[config.mk]
export PLATFORM = sky130hd
export DESIGN_NAME = callret_seq
export DESIGN_NICKNAME = d
export VERILOG_FILES = /design/src/rtl/callret_pkg.sv /design/src/rtl/crs_lifo.sv /design/src/rtl/crs_hubstk.sv /design/src/rtl/callret_seq.sv
export SDC_FILE = /design/constraint.sdc
export NUM_CORES = 1
export LEC_CHECK = 0
export ABC_CLOCK_PERIOD_IN_PS = 4510
export BUFFER_PORTS_ARGS = -buffer_cell sky130_fd_sc_hd__buf_2
export CAP_MARGIN = 25
export CORE_MARGIN = 4
export CORE_UTILIZATION = 45
export CTS_CLUSTER_DIAMETER = 150
export DETAILED_ROUTE_END_ITERATION = 6
export GPL_TIMING_DRIVEN = 0
export PLACE_DENSITY = 0.66
export SLEW_MARGIN = 20
export SYNTH_ARGS = -nofsm -noshare
export SYNTH_HDL_FRONTEND = slang
export SYNTH_HIERARCHICAL = 1
export SYNTH_SLANG_ARGS = --single-unit
[constraint.sdc]
create_clock -name clk -period 4.51 [get_ports clk]
set_clock_uncertainty 0.1 [all_clocks]
set_input_delay 0.902 -clock clk [delete_from_list [all_inputs] [get_ports clk]]
set_output_delay 0.902 -clock clk [all_outputs]
set_load 0.01 [all_outputs]
[src/rtl/callret_pkg.sv]
// Package: operation codes and the hub-stack command shared by the
// sequencer and its hub-stack unit. Assumes a 3-bit decoded op field.
package callret_pkg;

    typedef enum logic [2:0] {
        OP_STEP  = 3'd0,
        OP_CALL  = 3'd1,
        OP_RET   = 3'd2,
        OP_LINK  = 3'd3,
        OP_CALLA = 3'd4,
        OP_CALLB = 3'd5,
        OP_RETA  = 3'd6,
        OP_RETB  = 3'd7
    } op_e;

    typedef struct packed {
        logic push;   // 1: call (write), 0: return (read)
        logic sel_b;  // 1: second pointer, 0: first pointer
    } hub_cmd_t;

endpackage

[src/rtl/crs_lifo.sv]
// Return-address stack held as a shift register, entry 0 being the top.
// A push shifts everything down, so a full stack loses its oldest entry.
// A pop shifts everything up and fills the bottom with zero.
// Assumes push and pop are never requested in the same cycle.
module crs_lifo #(
    parameter int W     = 17,
    parameter int DEPTH = 4,
    parameter int CW    = $clog2(DEPTH + 1)
) (
    input  logic          clk,
    input  logic          rst_n,
    input  logic          push,
    input  logic          pop,
    input  logic [W-1:0]  din,
    output logic [W-1:0]  top,
    output logic [CW-1:0] count,
    output logic          full,
    output logic          empty
);

    localparam logic [CW-1:0] DEPTH_C = CW'(DEPTH);

    logic [W-1:0]  slot [DEPTH];
    logic [CW-1:0] cnt_q;

    for (genvar i = 0; i < DEPTH; i++) begin : g_slot
        if (i == 0) begin : g_head
            // Top entry: takes new data on push, the entry below on pop
            always_ff @(posedge clk) begin
                if (!rst_n)    slot[i] <= '0;
                else if (push) slot[i] <= din;
                else if (pop)  slot[i] <= (DEPTH > 1) ? slot[(DEPTH > 1) ? 1 : 0] : '0;
            end
        end else if (i == DEPTH - 1) begin : g_tail
            // Bottom entry: takes the one above on push, zero on pop
            always_ff @(posedge clk) begin
                if (!rst_n)    slot[i] <= '0;
                else if (push) slot[i] <= slot[i-1];
                else if (pop)  slot[i] <= '0;
            end
        end else begin : g_mid
            // Middle entry: shifts down on push, up on pop
            always_ff @(posedge clk) begin
                if (!rst_n)    slot[i] <= '0;
                else if (push) slot[i] <= slot[i-1];
                else if (pop)  slot[i] <= slot[i+1];
            end
        end
    end

    // Occupancy counter, saturating at both ends
    always_ff @(posedge clk) begin
        if (!rst_n)                         cnt_q <= '0;
        else if (push && cnt_q != DEPTH_C)  cnt_q <= cnt_q + CW'(1);
        else if (pop && cnt_q != '0)        cnt_q <= cnt_q - CW'(1);
    end

    assign count = cnt_q;
    assign full  = (cnt_q == DEPTH_C);
    assign empty = (cnt_q == '0);
    assign top   = empty ? '0 : slot[0];

endmodule

[src/rtl/crs_hubstk.sv]
// Hub-memory stack unit: holds two stack pointers and runs one request
// at a time on the hub port. A push writes at pointer-STEP and stores that
// address as the new pointer. A pop reads at the pointer and then adds
// STEP to it. Assumes start is raised only while idle, and that the hub
// port acknowledges in the same cycle it returns read data.
module crs_hubstk
    import callret_pkg::*;
#(
    parameter int             AW        = 17,
    parameter int             STEP      = 4,
    parameter logic [AW-1:0]  PTRA_INIT = '0,
    parameter logic [AW-1:0]  PTRB_INIT = '0
) (
    input  logic          clk,
    input  logic          rst_n,
    input  logic          start,
    input  hub_cmd_t      cmd,
    input  logic [AW-1:0] wdata,
    input  logic          hub_ack,
    output logic          busy,
    output logic          done,
    output logic          hub_req,
    output logic          hub_we,
    output logic [AW-1:0] hub_addr,
    output logic [AW-1:0] hub_wdata,
    output logic [AW-1:0] ptr_a,
    output logic [AW-1:0] ptr_b
);

    localparam logic [AW-1:0] STEP_C = AW'(STEP);

    logic          busy_q;
    hub_cmd_t      cmd_q;
    logic [AW-1:0] wdata_q;
    logic [AW-1:0] cur_ptr;

    assign done = busy_q && hub_ack;

    for (genvar g = 0; g < 2; g++) begin : g_ptr
        logic [AW-1:0] p_q;
        // Stack pointer g: moves only when its own transfer completes
        always_ff @(posedge clk) begin
            if (!rst_n)
                p_q <= (g == 0) ? PTRA_INIT : PTRB_INIT;
            else if (done && (cmd_q.sel_b == 1'(g)))
                p_q <= cmd_q.push ? p_q - STEP_C : p_q + STEP_C;
        end
    end

    assign ptr_a = g_ptr[0].p_q;
    assign ptr_b = g_ptr[1].p_q;

    // Transfer state: captures the command at start, clears on acknowledge
    always_ff @(posedge clk) begin
        if (!rst_n) begin
            busy_q  <= 1'b0;
            cmd_q   <= '0;
            wdata_q <= '0;
        end else if (start) begin
            busy_q  <= 1'b1;
            cmd_q   <= cmd;
            wdata_q <= wdata;
        end else if (done) begin
            busy_q  <= 1'b0;
        end
    end

    // Request address from the selected pointer
    always_comb begin
        cur_ptr  = cmd_q.sel_b ? ptr_b : ptr_a;
        hub_addr = cmd_q.push ? cur_ptr - STEP_C : cur_ptr;
    end

    assign busy      = busy_q;
    assign hub_req   = busy_q;
    assign hub_we    = busy_q && cmd_q.push;
    assign hub_wdata = wdata_q;

endmodule

[src/rtl/callret_seq.sv]
// Call/return sequencer: owns the program counter and routes return
// addresses to an internal stack, a fixed link word in register RAM, or one
// of two hub-memory stacks. Assumes the decode stage holds at most one
// strobe per cycle and treats strobes seen while busy as dropped.
module callret_seq
    import callret_pkg::*;
#(
    parameter int                PC_W        = 17,
    parameter int                RS_DEPTH    = 4,
    parameter int                LOCAL_WORDS = 512,
    parameter int                LINK_REG    = 'h1EF,
    parameter int                HUB_STEP    = 4,
    parameter logic [PC_W-1:0]   RESET_PC    = '0,
    parameter logic [PC_W-1:0]   PTRA_INIT   = 17'h08000,
    parameter logic [PC_W-1:0]   PTRB_INIT   = 17'h0C000,
    localparam int               DEPTH_W     = $clog2(RS_DEPTH + 1),
    localparam int               RA_W        = $clog2(LOCAL_WORDS)
) (
    input  logic               clk,
    input  logic               rst_n,
    input  logic               op_valid,
    input  logic [2:0]         op_kind,
    input  logic [PC_W-1:0]    op_target,
    output logic [PC_W-1:0]    pc,
    output logic               busy,
    output logic [DEPTH_W-1:0] stk_depth,
    output logic               stk_ovf,
    output logic               stk_unf,
    output logic               rw_en,
    output logic [RA_W-1:0]    rw_addr,
    output logic [PC_W-1:0]    rw_data,
    output logic               hub_req,
    output logic               hub_we,
    output logic [PC_W-1:0]    hub_addr,
    output logic [PC_W-1:0]    hub_wdata,
    input  logic [PC_W-1:0]    hub_rdata,
    input  logic               hub_ack,
    output logic [PC_W-1:0]    ptra,
    output logic [PC_W-1:0]    ptrb
);

    localparam logic [PC_W-1:0] LOCAL_LIM = PC_W'(LOCAL_WORDS);
    localparam logic [PC_W-1:0] WORD_INC  = PC_W'(1);
    localparam logic [PC_W-1:0] BYTE_INC  = PC_W'(HUB_STEP);
    localparam logic [RA_W-1:0] LINK_ADDR = RA_W'(LINK_REG);

    op_e                kind;
    hub_cmd_t           cmd;
    logic               accept, is_hub_op;
    logic               lifo_push, lifo_pop, lifo_full, lifo_empty;
    logic [PC_W-1:0]    lifo_top;
    logic               hub_busy, hub_done, hub_start;
    logic [PC_W-1:0]    pc_q, tgt_q, ret_addr;
    logic               hub_push_q;
    logic               ovf_q, unf_q, rw_en_q;
    logic [PC_W-1:0]    rw_data_q;

    // Decode of the strobe into stack actions
    always_comb begin
        kind       = op_e'(op_kind);
        accept     = op_valid && !hub_busy;
        is_hub_op  = kind inside {OP_CALLA, OP_CALLB, OP_RETA, OP_RETB};
        cmd.push   = kind inside {OP_CALLA, OP_CALLB};
        cmd.sel_b  = kind inside {OP_CALLB, OP_RETB};
        lifo_push  = accept && (kind == OP_CALL);
        lifo_pop   = accept && (kind == OP_RET);
        hub_start  = accept && is_hub_op;
    end

    // Address of the instruction after the current one
    assign ret_addr = pc_q + ((pc_q < LOCAL_LIM) ? WORD_INC : BYTE_INC);

    crs_lifo #(
        .W     (PC_W),
        .DEPTH (RS_DEPTH),
        .CW    (DEPTH_W)
    ) u_lifo (
        .clk   (clk),
        .rst_n (rst_n),
        .push  (lifo_push),
        .pop   (lifo_pop),
        .din   (ret_addr),
        .top   (lifo_top),
        .count (stk_depth),
        .full  (lifo_full),
        .empty (lifo_empty)
    );

    crs_hubstk #(
        .AW        (PC_W),
        .STEP      (HUB_STEP),
        .PTRA_INIT (PTRA_INIT),
        .PTRB_INIT (PTRB_INIT)
    ) u_hub (
        .clk       (clk),
        .rst_n     (rst_n),
        .start     (hub_start),
        .cmd       (cmd),
        .wdata     (ret_addr),
        .hub_ack   (hub_ack),
        .busy      (hub_busy),
        .done      (hub_done),
        .hub_req   (hub_req),
        .hub_we    (hub_we),
        .hub_addr  (hub_addr),
        .hub_wdata (hub_wdata),
        .ptr_a     (ptra),
        .ptr_b     (ptrb)
    );

    // Program counter: hub completion, or a newly accepted operation
    always_ff @(posedge clk) begin
        if (!rst_n) begin
            pc_q       <= RESET_PC;
            tgt_q      <= '0;
            hub_push_q <= 1'b0;
        end else if (hub_done) begin
            pc_q <= hub_push_q ? tgt_q : hub_rdata;
        end else if (accept) begin
            case (kind)
                OP_STEP:          pc_q <= ret_addr;
                OP_CALL, OP_LINK: pc_q <= op_target;
                OP_RET:           pc_q <= lifo_top;
                default: begin
                    tgt_q      <= op_target;
                    hub_push_q <= cmd.push;
                end
            endcase
        end
    end

    // One-cycle stack fault pulses
    always_ff @(posedge clk) begin
        if (!rst_n) begin
            ovf_q <= 1'b0;
            unf_q <= 1'b0;
        end else begin
            ovf_q <= lifo_push && lifo_full;
            unf_q <= lifo_pop && lifo_empty;
        end
    end

    // Link-word write toward register RAM
    always_ff @(posedge clk) begin
        if (!rst_n) begin
            rw_en_q   <= 1'b0;
            rw_data_q <= '0;
        end else begin
            rw_en_q <= accept && (kind == OP_LINK);
            if (accept && (kind == OP_LINK)) rw_data_q <= ret_addr;
        end
    end

    assign pc      = pc_q;
    assign busy    = hub_busy;
    assign stk_ovf = ovf_q;
    assign stk_unf = unf_q;
    assign rw_en   = rw_en_q;
    assign rw_addr = LINK_ADDR;
    assign rw_data = rw_data_q;

endmodule

Word-level counts from Yosys, hierarchy flattened
Memory sizes are Yosys's and may differ from the RTL's.
Index checks and enable logic that the tools add are counted.
- $add $sub $neg: 8
- magnitude comparators: 1
- equal/unequal tests: 9
- mux-type cells: 30
- bitwise logic cells: 11
- reductions and logical operators: 28
- operator list (operator ; count):
    17-bit two-way mux ; 16
    17-bit case mux with 3 select lines ; 1
    17-bit by 3-bit subtractor with 17-bit output, second input constant ; 3
    17-bit by 3-bit adder with 17-bit output, second input constant ; 2
    17-bit by 3-bit adder with 17-bit output ; 1
    17-bit by 10-bit less-than comparator with 1-bit output, second input constant ; 1
    3-bit == test, second input constant ; 5
    1-bit logical AND ; 13
    1-bit two-way mux ; 10
    2-bit nonzero test ; 5
    3-bit two-way mux ; 3
    1-bit bitwise OR ; 8
    4-bit nonzero test ; 2
    3-bit by 2-bit == test with 1-bit output, second input constant ; 2
    3-bit zero test ; 2
    4-bit OR reduction ; 1
    3-bit by 1-bit adder with 3-bit output, second input constant ; 1
    3-bit by 1-bit == test with 1-bit output, second input constant ; 1
    3-bit inequality test, second input constant ; 1
    1-bit inverter ; 3
    3-bit AND reduction ; 1
    3-bit nonzero test ; 1
    3-bit by 1-bit subtractor with 3-bit output, second input constant ; 1
    2-bit AND reduction ; 1
    other kinds (2) ; 2
- register bits after elaboration: 112
- bits in writable memories: 68
- word-level logic and storage cells: 102
- memories kept: 1
- memory list (memory ; words ; bits a word ; rd ports ; clocked after memory_dff ; write ports ; line ; RTL):
    u_lifo.slot ; 4 ; 17 ; 4 ; 0 ; 4 ; crs_lifo.sv:23 ; logic [W-1:0] slot [DEPTH];

Longest topological paths before layout
Gate-level depths: netlist of the first run.
- depth after elaboration: 8
- gate-level depth with buffers: 12
- depth with buffers taken out: 11

Cells and area by module
The synthesis of the first run kept the hierarchy.
- by module, submodules not included (module ; instances ; cells each ; area an instance (µm²) ; seq. area each (µm²)):
    crs_hubstk ; 1 ; 428 ; 3684.8 ; 1001.0
    callret_seq ; 1 ; 399 ; 3154.3 ; 1101.1
    crs_lifo ; 1 ; 197 ; 3114.2 ; 2102.0

Least setup slack after synthesis of the first run
Ideal clock, no wire load.
- kind: input port to flip-flop
- from: input port op_kind[1]
- to: memory u_lifo.slot[0][0], enable pin
- arrival time: 3002 ps
- data required time: 3680 ps
- slack: 678 ps
- stages: 7
- path through: buf_2 > nor2b_1 > clkbuf_1 > clkbuf_1 > and2_1 > inv_2 > nand3b_1
- RTL lines (element ; line ; RTL):
    start, declared ; callret_seq.sv:22 ; input logic [2:0] op_kind,
    end, declared ; crs_lifo.sv:23 ;

Worst setup path in the final report of the first run
- from: register u_hub/cmd_q[0] in the netlist's numbering
- to: output port hub_addr[16]
- word-level cells in the longest chain between the ends: 3
- RTL lines (element ; line ; RTL):
    start, declared ; crs_hubstk.sv:33 ; hub_cmd_t cmd_q;
    start signal, assigned ; crs_hubstk.sv:61 ; cmd_q <= cmd;
    17-bit two-way mux * ; crs_hubstk.sv:70 ; cur_ptr = cmd_q.sel_b ? ptr_b : ptr_a;
    17-bit by 3-bit subtractor with 17-bit output ; crs_hubstk.sv:71 ; hub_addr = cmd_q.push ? cur_ptr - STEP_C : cur_ptr;
    17-bit two-way mux * ; crs_hubstk.sv:71 ;
    end, declared ; callret_seq.sv:34 ; output logic [PC_W-1:0] hub_addr,
Every way passes the cells marked *; elsewhere a longest branch is shown, timed or not.

==> results.toml, run 1 <==
[drt]
first_iter_violations = 605
antenna_violating_nets_post_route = 0
detail_route.first_pass.iterations = 6
remaining_drc_errors = 0
detail_route.wl_per_cell_um = 19.77
detail_route.wirelength_um = 29560
num_vias = 8435
drt-vias-per-instance = 5.642

[clock_network]
max-clock-path-buffers = 2
clk_root_buffer_cell = "clkbuf_16"
post_cts.resized_instances = 0
tritoncts = "built"
worstSkewPairLatency_ns = 0.43
numClockSinks = 176
cts_setup_buffers = 0
cts-buffers-inserted = 17
worst_setup_hold_path_clk_slew_ns = 0.07
ctsHoldBuffers = 0
number_of_h_tree_levels = 4

[critical_path]
worstPathArrival_ns = 3.21
critical_path_peak_fanout = 10
r2r-end = "u_lifo/slot[0][10]"
endpoint_kind = "primary output"
critical_path.most_common_cell = "buf_2"
cp_num_buf_inv = 6
critPathKind = "flop to primary output"
critical-path-slowest-cell = "dfxtp_1"
reg2reg_from = "pc[13]"
worst_r2r_path_depth = 11
critical-path-top-delay-family = "buffers and inverters"
worstSetupStartpointType = "flop"
worst_path_largest_cell_delay_ns = 0.30
critical_path.cell_chain = "buf_2 -> buf_6 -> buf_6 -> buf_2 -> mux2i_1 -> ha_1 -> nand3_1 -> or2_1 -> inv_1 -> nand2_1 -> a2111oi_4 -> xnor2_1 -> buf_2"
reg2reg_setup_slack_ns = 0.99
required_ns = 3.51

[final_layout]
layout-area-overhead-vs-synth_pct = 17.07
post_layout_util_pct = 53.39
nFillCells = 2037
regArea_um2 = 4205
num-nets-final = 1276
area_of_the_multi_input_gates_um2 = 5264
antenna_cells_inserted = 0
post_route_cells_drive_above_1_share_pct = 23.79

[die]
placeableCoreArea_um2 = 21820
ios = 161
initial_utilization_pct = 45.61
dieArea_um2 = 24560
std_cell_rows = 54
die_h_um = 156.7
chipWidth_um = 156.7

[synthesis]
synth_edf_count = 68
postSynth.topFlopCell = "dfxtp_1"
netlist-cell-type-count = 92
synth.ff_latch_count = 176
postSynthAreaPerCell_um2 = 9.720
mappedNetlistArea_um2 = 9953
yosysSeqAreaShare_pct = 42.24
postSynthCellCount = 1024
synthesis.yosys.warnings = 6
synthArstFlopShare_pct = 0

[flow_run]
drv.max_cap_violation_count = 0

[grt]
grt.busiest_layer = "met2"
grt_first_pass_wirelength_um = 45300
met1_track_demand_over_resource_pct = 34.77
first_global_vias = 7997
globalRouteOverflowTotal = 0
grt_util_met3_pct = 4.038
grt_max_degree = 30
grt_use_total_pct = 23.74
number_of_antenna_violations_at_the_first_check_in_global_routing = 0
met2_usage_pct = 36.00

[timing]
final.period_utilization_pct = 93.29
timing_worst_slew_pin_value_ns = 0.9286
max_slew_margin_pct = 37.81
final-hold-violation-count = 0
whs_ns = 0.3533
timing.fmax_mhz = 237.7
rsz0062_at_grt = "false"
setup_viol = 0
layout_min_cycle_time_ns = 4.207
final_count_of_pins_violating_max_slew = 0

[placed_design]
detailedPlacementHpwl_um = 22690
port_buffers = 144
routabilityCongestion = 0.9667

[run_status]
run_status = "complete, no violations"

[power]
power.static_leakage_nw = 4.955
total_power_mw = 3.604
ir_worst_vdd_mv = 0.2361
power_dens_cells_nw_per_um2 = 309.3

[min_path]
hold_end = "rw_data[3]"
min_delay_path_depth = 2
hp-class = "flop to flop"
hold_path.startpoint = "rw_data[3]"
[worst max-delay path by stage]
| stage | startpoint | to | slack [ns] | cells past startpoint |
|---|---|---|---|---|
| floorplan | op_kind[1] | u_lifo/slot[0][0] | 0.68 | 7 |
| global placement | op_kind[0] | u_lifo/slot[0][7] | -0.38 | 8 |
| detailed placement | op_kind[0] | u_lifo/count[2] | 0.37 | 11 |
| CTS | u_hub/cmd_q[0] | hub_addr[16] | 0.29 | 13 |
| global route | u_hub/cmd_q[0] | hub_addr[16] | 0.11 | 13 |
| finish | u_hub/cmd_q[0] | hub_addr[16] | 0.30 | 13 |
[layout by cell type, fill, tap and decap left out, types with 40 or more instances in the layout]
master	netlist	routed
edfxtp_1	68	68
mux2i_1	44	44
buf_2	12	156
nor2_1	46	46
nor2b_1	47	47
o21ai_0	50	50
clkbuf_1	38	40
dfxtp_1	108	107
a22o_2	41	41
a21oi_1	62	62
nand2_1	102	102
[registers in the layout, indices dropped and copies added (netlist names)]
signal           flops
pc                  17
u_hub/ptr_b         15
tgt_q               17
rw_en                1
stk_unf              1
hub_push_q           1
stk_ovf              1
u_hub/hub_wdata     17
u_lifo/slot         68
u_lifo/count         3
u_hub/cmd_q          2
u_hub/busy           1
u_hub/ptr_a         15
rw_data             17
[area by class of cell]
| class | count | area share, % |
|---|---|---|
| flip-flops and latches | 176 | 36.09 |
| repair buffers | 147 | 6.507 |
| inverters | 20 | 0.6443 |
| multi-input cells | 759 | 45.17 |
| clock inverters | 10 | 0.5047 |
| clock buffers | 22 | 4.166 |
| plain buffers | 81 | 3.909 |
| well taps | 280 | 3.007 |
[synthesized netlist by cell type, types with 4 or more instances]
library cell | instances | area share, %
dfxtp_1 | 108 | 22
nand3_1 | 23 | 1.2
nand3b_1 | 5 | 0.38
o21ai_0 | 50 | 2.5
a22oi_1 | 12 | 0.91
xnor2_1 | 33 | 2.9
a31oi_1 | 5 | 0.31
a211oi_1 | 12 | 0.91
o21ba_2 | 5 | 0.50
clkbuf_1 | 38 | 1.4
o221ai_1 | 4 | 0.35
nand2b_1 | 6 | 0.38
o21bai_1 | 5 | 0.38
nor2_1 | 46 | 1.7
o211a_1 | 7 | 0.70
mux2i_1 | 44 | 4.4
ha_1 | 30 | 3.8
o21ai_1 | 5 | 0.25
and3_1 | 27 | 1.7
xor2_1 | 21 | 1.8
a22o_2 | 41 | 4.1
o21a_1 | 7 | 0.53
inv_1 | 18 | 0.68
o31ai_1 | 5 | 0.38
mux2_2 | 4 | 0.45
edfxtp_1 | 68 | 21
a221oi_1 | 5 | 0.44
a22o_1 | 10 | 0.88
nor3b_1 | 5 | 0.38
a21oi_1 | 62 | 3.1
nand2_1 | 102 | 3.8
nor2b_1 | 47 | 3.0
buf_2 | 12 | 0.60
buf_6 | 8 | 0.91
nand4_1 | 8 | 0.50
a21o_1 | 13 | 0.98
o211ai_1 | 7 | 0.53
nor3_1 | 14 | 0.70
and2_1 | 16 | 1.0
buf_4 | 16 | 1.2
[report_power, final]
part | internal, mW | leakage [nW] | switching [mW] | total [mW]
registers | 1.72 | 1.59 | 0.0565 | 1.77
logic | 0.165 | 3.09 | 0.285 | 0.450
clock network | 0.763 | 0.275 | 0.616 | 1.38
total | 2.65 | 4.95 | 0.958 | 3.60
[stage by stage]
| step | setup WS [ns] | cell area [um^2] | setup TNS, ns | cells |
|---|---|---|---|---|
| 2_1_floorplan | 0.6777 | 9998 | 0 | 1036 |
| 3_3_place_gp | -0.3770 | 11070 | -19.12 | 1460 |
| 3_5_place_dp | 0.3702 | 11110 | 0 | 1463 |
| 4_1_cts | 0.2925 | 11650 | 0 | 1495 |
| 5_1_grt | 0.1116 | 11650 | 0 | 1495 |
| 6_report | 0.3028 | 11650 | 0 | 1495 |
[worst reg2reg max path, cell delays in order, from the launching register on]
cell      delay (ns)
dfxtp_1         0.33
clkbuf_1        0.19
nor4_1          0.40
nand2_1         0.20
inv_1           0.09
ha_1            0.16
ha_1            0.21
a21oi_1         0.16
or4_4           0.55
or2_4           0.26
xnor2_1         0.48
a22o_2          0.26
[logic make-up (layout without fill, tap and decap cells)]
group,count (synthesis),after routing,synth area share [%]
flops,176,176,42.24
other cells,3,15,0.1131
mux,49,49,5.016
buf+inv,101,280,5.330
fa+ha+maj,33,33,4.375
xor+xnor,54,54,4.752
simple gates,323,323,17.21
compound gates,285,285,20.97
[routing by layer]
metal  wire length, um  vias up
li1                  -     4080
met1             13580     4003
met2             13140      315
met3              2217       37
met5                 0        -
met4               617        0
Power figures use the tool's default switching activity.
==> run 2: changes to the inputs <==
--- a/config.mk
+++ b/config.mk
@@ -5,15 +5,15 @@
 export SDC_FILE = /design/constraint.sdc
 export NUM_CORES = 1
 export LEC_CHECK = 0
-export ABC_CLOCK_PERIOD_IN_PS = 4510
+export ABC_CLOCK_PERIOD_IN_PS = 5200
 export BUFFER_PORTS_ARGS = -buffer_cell sky130_fd_sc_hd__buf_2
 export CAP_MARGIN = 25
 export CORE_MARGIN = 4
-export CORE_UTILIZATION = 45
+export CORE_UTILIZATION = 62
 export CTS_CLUSTER_DIAMETER = 150
 export DETAILED_ROUTE_END_ITERATION = 6
 export GPL_TIMING_DRIVEN = 0
-export PLACE_DENSITY = 0.66
+export PLACE_DENSITY = 0.86
 export SLEW_MARGIN = 20
 export SYNTH_ARGS = -nofsm -noshare
 export SYNTH_HDL_FRONTEND = slang
==> constraint.sdc (replaced) <==
create_clock -name clk -period 5.2 [get_ports clk]
set_clock_uncertainty 0.1 [all_clocks]
set_input_delay 1.04 -clock clk [delete_from_list [all_inputs] [get_ports clk]]
set_output_delay 1.04 -clock clk [all_outputs]
set_load 0.01 [all_outputs]
==> results.toml, run 2 (synthesis gave the netlist of run 1 again) <==
[run_status]
run_status = "finished with violations"
violations = "DRC"

[power]
ir_worst_vdd_mv = 0.2700
total_power_mw = 3.174
power_dens_cells_nw_per_um2 = 273.1
power.static_leakage_nw = 4.963

[die]
dieArea_um2 = 18150
std_cell_rows = 46
ios = 161
chipWidth_um = 134.7
initial_utilization_pct = 62.89
placeableCoreArea_um2 = 15830
die_h_um = 134.7

[grt]
number_of_antenna_violations_at_the_first_check_in_global_routing = 0
grt_max_degree = 30
first_global_vias = 8083
grt_first_pass_wirelength_um = 43770
grt_use_total_pct = 30.90
globalRouteOverflowTotal = 0

[final_layout]
num-nets-final = 1277
layout_commonest_cell = "buf_2"
nFillCells = 1182
final_cell_count_no_fill = 1432
finish.instance_area_um2 = 11620
post_layout_util_pct = 73.41
layout-area-overhead-vs-synth_pct = 16.73
largest_register_ff_count = 68
registers.top_by_ff_count = "u_lifo/slot"
final_cell_mix = "buf_2, dfxtp_1, nand2_1"
antenna_cells_inserted = 0
post_route_cells_drive_above_1_share_pct = 24.18

[clock_network]
worstSkewPairLatency_ns = 0.43
tritoncts = "built"
cts_setup_buffers = 0
post_cts.resized_instances = 0
number_of_h_tree_levels = 4
max-clock-path-buffers = 2
cts-buffers-inserted = 17
worst_setup_hold_path_clk_slew_ns = 0.07
ctsHoldBuffers = 0
numClockSinks = 176
clk_root_buffer_cell = "clkbuf_16"

[timing]
layout_min_cycle_time_ns = 4.406
rsz0062_at_grt = "false"
setup_viol = 0
timing.fmax_mhz = 227.0
final.period_utilization_pct = 84.73
setup_tns_ns = 0
timing_worst_slew_pin_value_ns = 0.9326
final_count_of_pins_violating_max_slew = 0
whs_ns = 0.3571
final.setup.worst_slack_ns = 0.7942
max_slew_margin_pct = 37.83
final-hold-violation-count = 0

[placed_design]
port_buffers = 144
detailedPlace.worstSlack_ns = 0.8074
dpl-instance-area_um2 = 11040
post-place-cells = 1400
detailedPlacementHpwl_um = 21280
routabilityCongestion = 0.9690

[critical_path]
timing.critical_path.depth = 13
worstPathArrival_ns = 3.27
cp_num_buf_inv = 6
endpoint_kind = "primary output"
critical-path-slowest-cell = "dfxtp_1"
critical_path.cell_chain = "buf_2 -> buf_6 -> buf_6 -> buf_2 -> mux2i_1 -> ha_1 -> nand3_1 -> or2_1 -> inv_1 -> nand2_1 -> a2111oi_4 -> xnor2_1 -> buf_2"
critical-path-top-delay-family = "buffers and inverters"
critPathKind = "flop to primary output"
critical_path_peak_fanout = 10
worst_r2r_path_depth = 9
required_ns = 4.06
worstSetupStartpointType = "flop"
worst_path_largest_cell_delay_ns = 0.31
critical_path.most_common_cell = "buf_2"

[drt]
first_iter_violations = 1117
remaining_drc_errors = 1
antenna_violating_nets_post_route = 0
num_vias = 8780
drt-vias-per-instance = 6.131
detail_route.wirelength_um = 28580
detail_route.first_pass.iterations = 7
detail_route.wl_per_cell_um = 19.96

[flow_run]
drv.max_cap_violation_count = 0

[min_path]
hp-class = "flop to flop"
min_delay_path_depth = 2
==> run 2: cell count changes in the layout (fill, tap and decap cells not counted), sizes merged <==
cell and change:
buf +1, inv +2, clkinv +1, clkbuf -4, clkinvlp +1
==> run 2: final timing paths <==
check / start / endpoint / slack [ns]
hold / removal: tgt_q[15] / tgt_q[15] / 0.36
setup reg to reg: pc[13] / u_lifo/slot[0][5] / 1.73
setup / recovery: u_hub/cmd_q[0] / hub_addr[16] / 0.79
hold reg to reg: tgt_q[15] / tgt_q[15] / 0.36
==> run 2: metal layers <==
metal  global-route usage, %  part of all wire, %  wire (um)  vias to the layer above
li1                        -                    -          -                     4090
met5                       0                    0          0                        -
met4                   11.60                  3.0        871                        0
met3                   5.775                  9.6       2757                       72
met2                   48.30                   46      13100                      480
met1                   43.00                   41      11850                     4138
==> run 2: power breakdown <==
group | internal [mW] | total [mW] | switching, mW
Clock | 0.649 | 1.25 | 0.604
Combinational | 0.144 | 0.384 | 0.240
Sequential | 1.49 | 1.54 | 0.0478
Total | 2.28 | 3.17 | 0.891
==> run 2: final cells by class <==
type                       count  area (um^2)  area share, %
buffer                        81        455.4          3.920
clock buffer                  18        439.2          3.780
clock inverter                14        140.1          1.206
inverter                      20        75.07         0.6461
multi-input combinational    759         5264          45.30
sequential                   176         4205          36.19
tap                          216        270.3          2.326
timing repair buffer         148        769.5          6.623
==> run 2: worst min-delay path, stage by stage (launching register included) <==
cell and delay (ns):
dfxtp_1 0.31, nand2_1 0.05, a21oi_1 0.05
==> run 3: changes to the inputs <==
--- a/config.mk
+++ b/config.mk
@@ -5,15 +5,16 @@
 export SDC_FILE = /design/constraint.sdc
 export NUM_CORES = 1
 export LEC_CHECK = 0
-export ABC_CLOCK_PERIOD_IN_PS = 5200
+export ABC_AREA = 1
+export ABC_CLOCK_PERIOD_IN_PS = 3890
 export BUFFER_PORTS_ARGS = -buffer_cell sky130_fd_sc_hd__buf_2
 export CAP_MARGIN = 25
 export CORE_MARGIN = 4
-export CORE_UTILIZATION = 62
+export CORE_UTILIZATION = 52
 export CTS_CLUSTER_DIAMETER = 150
 export DETAILED_ROUTE_END_ITERATION = 6
 export GPL_TIMING_DRIVEN = 0
-export PLACE_DENSITY = 0.86
+export PLACE_DENSITY = 0.77
 export SLEW_MARGIN = 20
 export SYNTH_ARGS = -nofsm -noshare
 export SYNTH_HDL_FRONTEND = slang
==> constraint.sdc (replaced) <==
create_clock -name clk -period 3.89 [get_ports clk]
set_clock_uncertainty 0.1 [all_clocks]
set_input_delay 0.778 -clock clk [delete_from_list [all_inputs] [get_ports clk]]
set_output_delay 0.778 -clock clk [all_outputs]
set_load 0.01 [all_outputs]
==> results.toml, run 3 <==
[run_status]
run_status = "complete, no violations"

[synthesis]
netlist-cell-type-count = 41
synth.ff_latch_count = 176
synth_most_common_cell = "nand2_1"
mappedNetlistArea_um2 = 10300
postSynth.topFlopCell = "dfxtp_1"
postSynthAreaPerCell_um2 = 6.958
netlist_top_cells_count = "nand2_1, nor2_1, inv_1"
synthesis.yosys.warnings = 6
synth_largest_type_area_fraction_pct = 20.98
synth_edf_count = 68
synth_top_cells_by_area = "dfxtp_1, edfxtp_1, nand2_1"
synth_top_area_cell = "dfxtp_1"
yosysSeqAreaShare_pct = 40.80
postSynthCellCount = 1481
synthArstFlopShare_pct = 0

[clock_network]
worst_setup_hold_path_clk_slew_ns = 0.07
clk_root_buffer_cell = "clkbuf_16"
cts-buffers-inserted = 17
cts_setup_buffers = 0
tritoncts = "built"
post_cts.resized_instances = 0
ctsHoldBuffers = 0
numClockSinks = 176
max-clock-path-buffers = 2
worstSkewPairLatency_ns = 0.44
number_of_h_tree_levels = 4

[grt]
grt_first_pass_wirelength_um = 47640
first_global_vias = 9279
met2_usage_pct = 45.15
grt_use_total_pct = 27.28
met1_track_demand_over_resource_pct = 35.62
number_of_antenna_violations_at_the_first_check_in_global_routing = 1
grt_max_degree = 52
grt_util_met3_pct = 5.105
grt.busiest_layer = "met2"
globalRouteOverflowTotal = 0

[timing]
timing_worst_slew_pin_value_ns = 0.9496
whs_ns = 0.3895
max_slew_margin_pct = 36.52
final_count_of_pins_violating_max_slew = 0
layout_min_cycle_time_ns = 3.525
setup_viol = 0
timing.fmax_mhz = 283.7
final.period_utilization_pct = 90.61
rsz0062_at_grt = "false"
final-hold-violation-count = 0

[critical_path]
timing.critical_path.from = "u_hub/cmd_q[1]"
worstSetupStartpointType = "flop"
critPathKind = "flop to primary output"
reg2reg_from = "pc[13]"
endpoint_kind = "primary output"
r2r-end = "pc[8]"
worstPathArrival_ns = 2.65
critical_path.cell_chain = "clkbuf_1 -> inv_1 -> nor2_1 -> nand3_1 -> nor2_1 -> nand2_1 -> nand2_1 -> nand2_1 -> inv_1 -> buf_2"
worst_path_largest_cell_delay_ns = 0.81
required_ns = 3.01
critical_path.most_common_cell = "nand2_1"
critical_path_peak_fanout = 29
reg2reg_setup_slack_ns = 0.87
worst_r2r_path_depth = 13
critical-path-slowest-cell = "dfxtp_2"

[power]
power_dens_cells_nw_per_um2 = 377.2
power.static_leakage_nw = 6.117
ir_worst_vdd_mv = 0.3251

[min_path]
hp-class = "flop to flop"
hold_path.startpoint = "tgt_q[14]"
hold_end = "tgt_q[14]"
min_delay_path_depth = 2

[die]
placeableCoreArea_um2 = 19460
std_cell_rows = 51
ios = 161
die_h_um = 148.8
chipWidth_um = 148.8
dieArea_um2 = 22130
initial_utilization_pct = 52.95

[final_layout]
finish.instance_area_um2 = 12000
registers.top_by_ff_count = "u_lifo/slot"
layout_commonest_cell = "nand2_1"
final_cell_mix = "nand2_1, nor2_1, inv_1"
largest_register_ff_count = 68
layout-area-overhead-vs-synth_pct = 16.42
antenna_cells_inserted = 0
num-nets-final = 1731
post_route_cells_drive_above_1_share_pct = 14.55

[drt]
num_vias = 10330
antenna_violating_nets_post_route = 0
remaining_drc_errors = 0
detail_route.wirelength_um = 30730
detail_route.wl_per_cell_um = 15.88
detail_route.first_pass.iterations = 6
drt-vias-per-instance = 5.339
first_iter_violations = 1031

[placed_design]
routabilityCongestion = 0.9673
detailedPlacementHpwl_um = 23310
port_buffers = 145
dpl-instance-area_um2 = 11420

[flow_run]
drv.max_cap_violation_count = 0
-- run 3: layout make-up --
type,count,area (um^2)
Sequential cell,176,4205
Clock buffer,17,425.4
Buffer,65,347.8
Clock inverter,15,150.1
Inverter,239,897.1
Multi-Input combinational cell,1013,4913
Fill cell,1774,7466
Timing Repair Buffer,145,725.7
Tap cell,265,331.6
-- run 3: worst max-delay path by stage --
stage	to
final	hub_addr[15]
after CTS	hub_addr[15]
after global placement	u_lifo/slot[1][14]
after floorplan	u_lifo/slot[0][0]
after detailed placement	u_lifo/slot[2][14]
after global routing	hub_addr[15]
-- run 3: kinds of logic (layout without fill, tap and decap cells) --
family | Yosys count | in the layout | synth area share (%)
simple gates | 689 | 689 | 27.42
flops | 176 | 176 | 40.80
fa+ha+maj | 33 | 33 | 4.225
other cells | 3 | 15 | 0.1093
buf+inv | 304 | 481 | 12.08
xor+xnor | 23 | 23 | 1.955
compound gates | 253 | 253 | 13.42
-- run 3: worst max-delay path, delay by kind of cell, from the launching register on --
kind	cells	cell delay [ns]
buf+inv	4	0.74
simple gates	6	0.66
flops	1	0.81
-- run 3: per-stage QoR --
step / worst slack (ns) / utilization [%] / instances / setup TNS [ns] / power [mW]
4_1_cts: 0.4095 / 61.64 / 1935 / 0 / 4.533
2_1_floorplan: 0.3735 / - / 1493 / 0 / 2.573
5_1_grt: 0.1914 / 61.64 / 1935 / 0 / 4.716
6_report: 0.3654 / 61.64 / 1935 / 0 / 4.525
3_5_place_dp: 0.2839 / 58.68 / 1903 / 0 / 2.835
3_3_place_gp: -0.7110 / 58.61 / 1903 / -36.12 / 2.822
-- run 3: power by group --
group	internal, mW	switching, mW	total (mW)
clock	0.866	0.848	1.71
sequential	2.01	0.0772	2.09
combinational	0.241	0.481	0.722
total	3.12	1.41	4.52
-- run 3: routing by layer --
layer | vias to the layer above | wire, um
li1 | 5065 | -
met1 | 4699 | 12520
met2 | 495 | 14310
met3 | 69 | 2811
met4 | 2 | 1071
met5 | - | 20
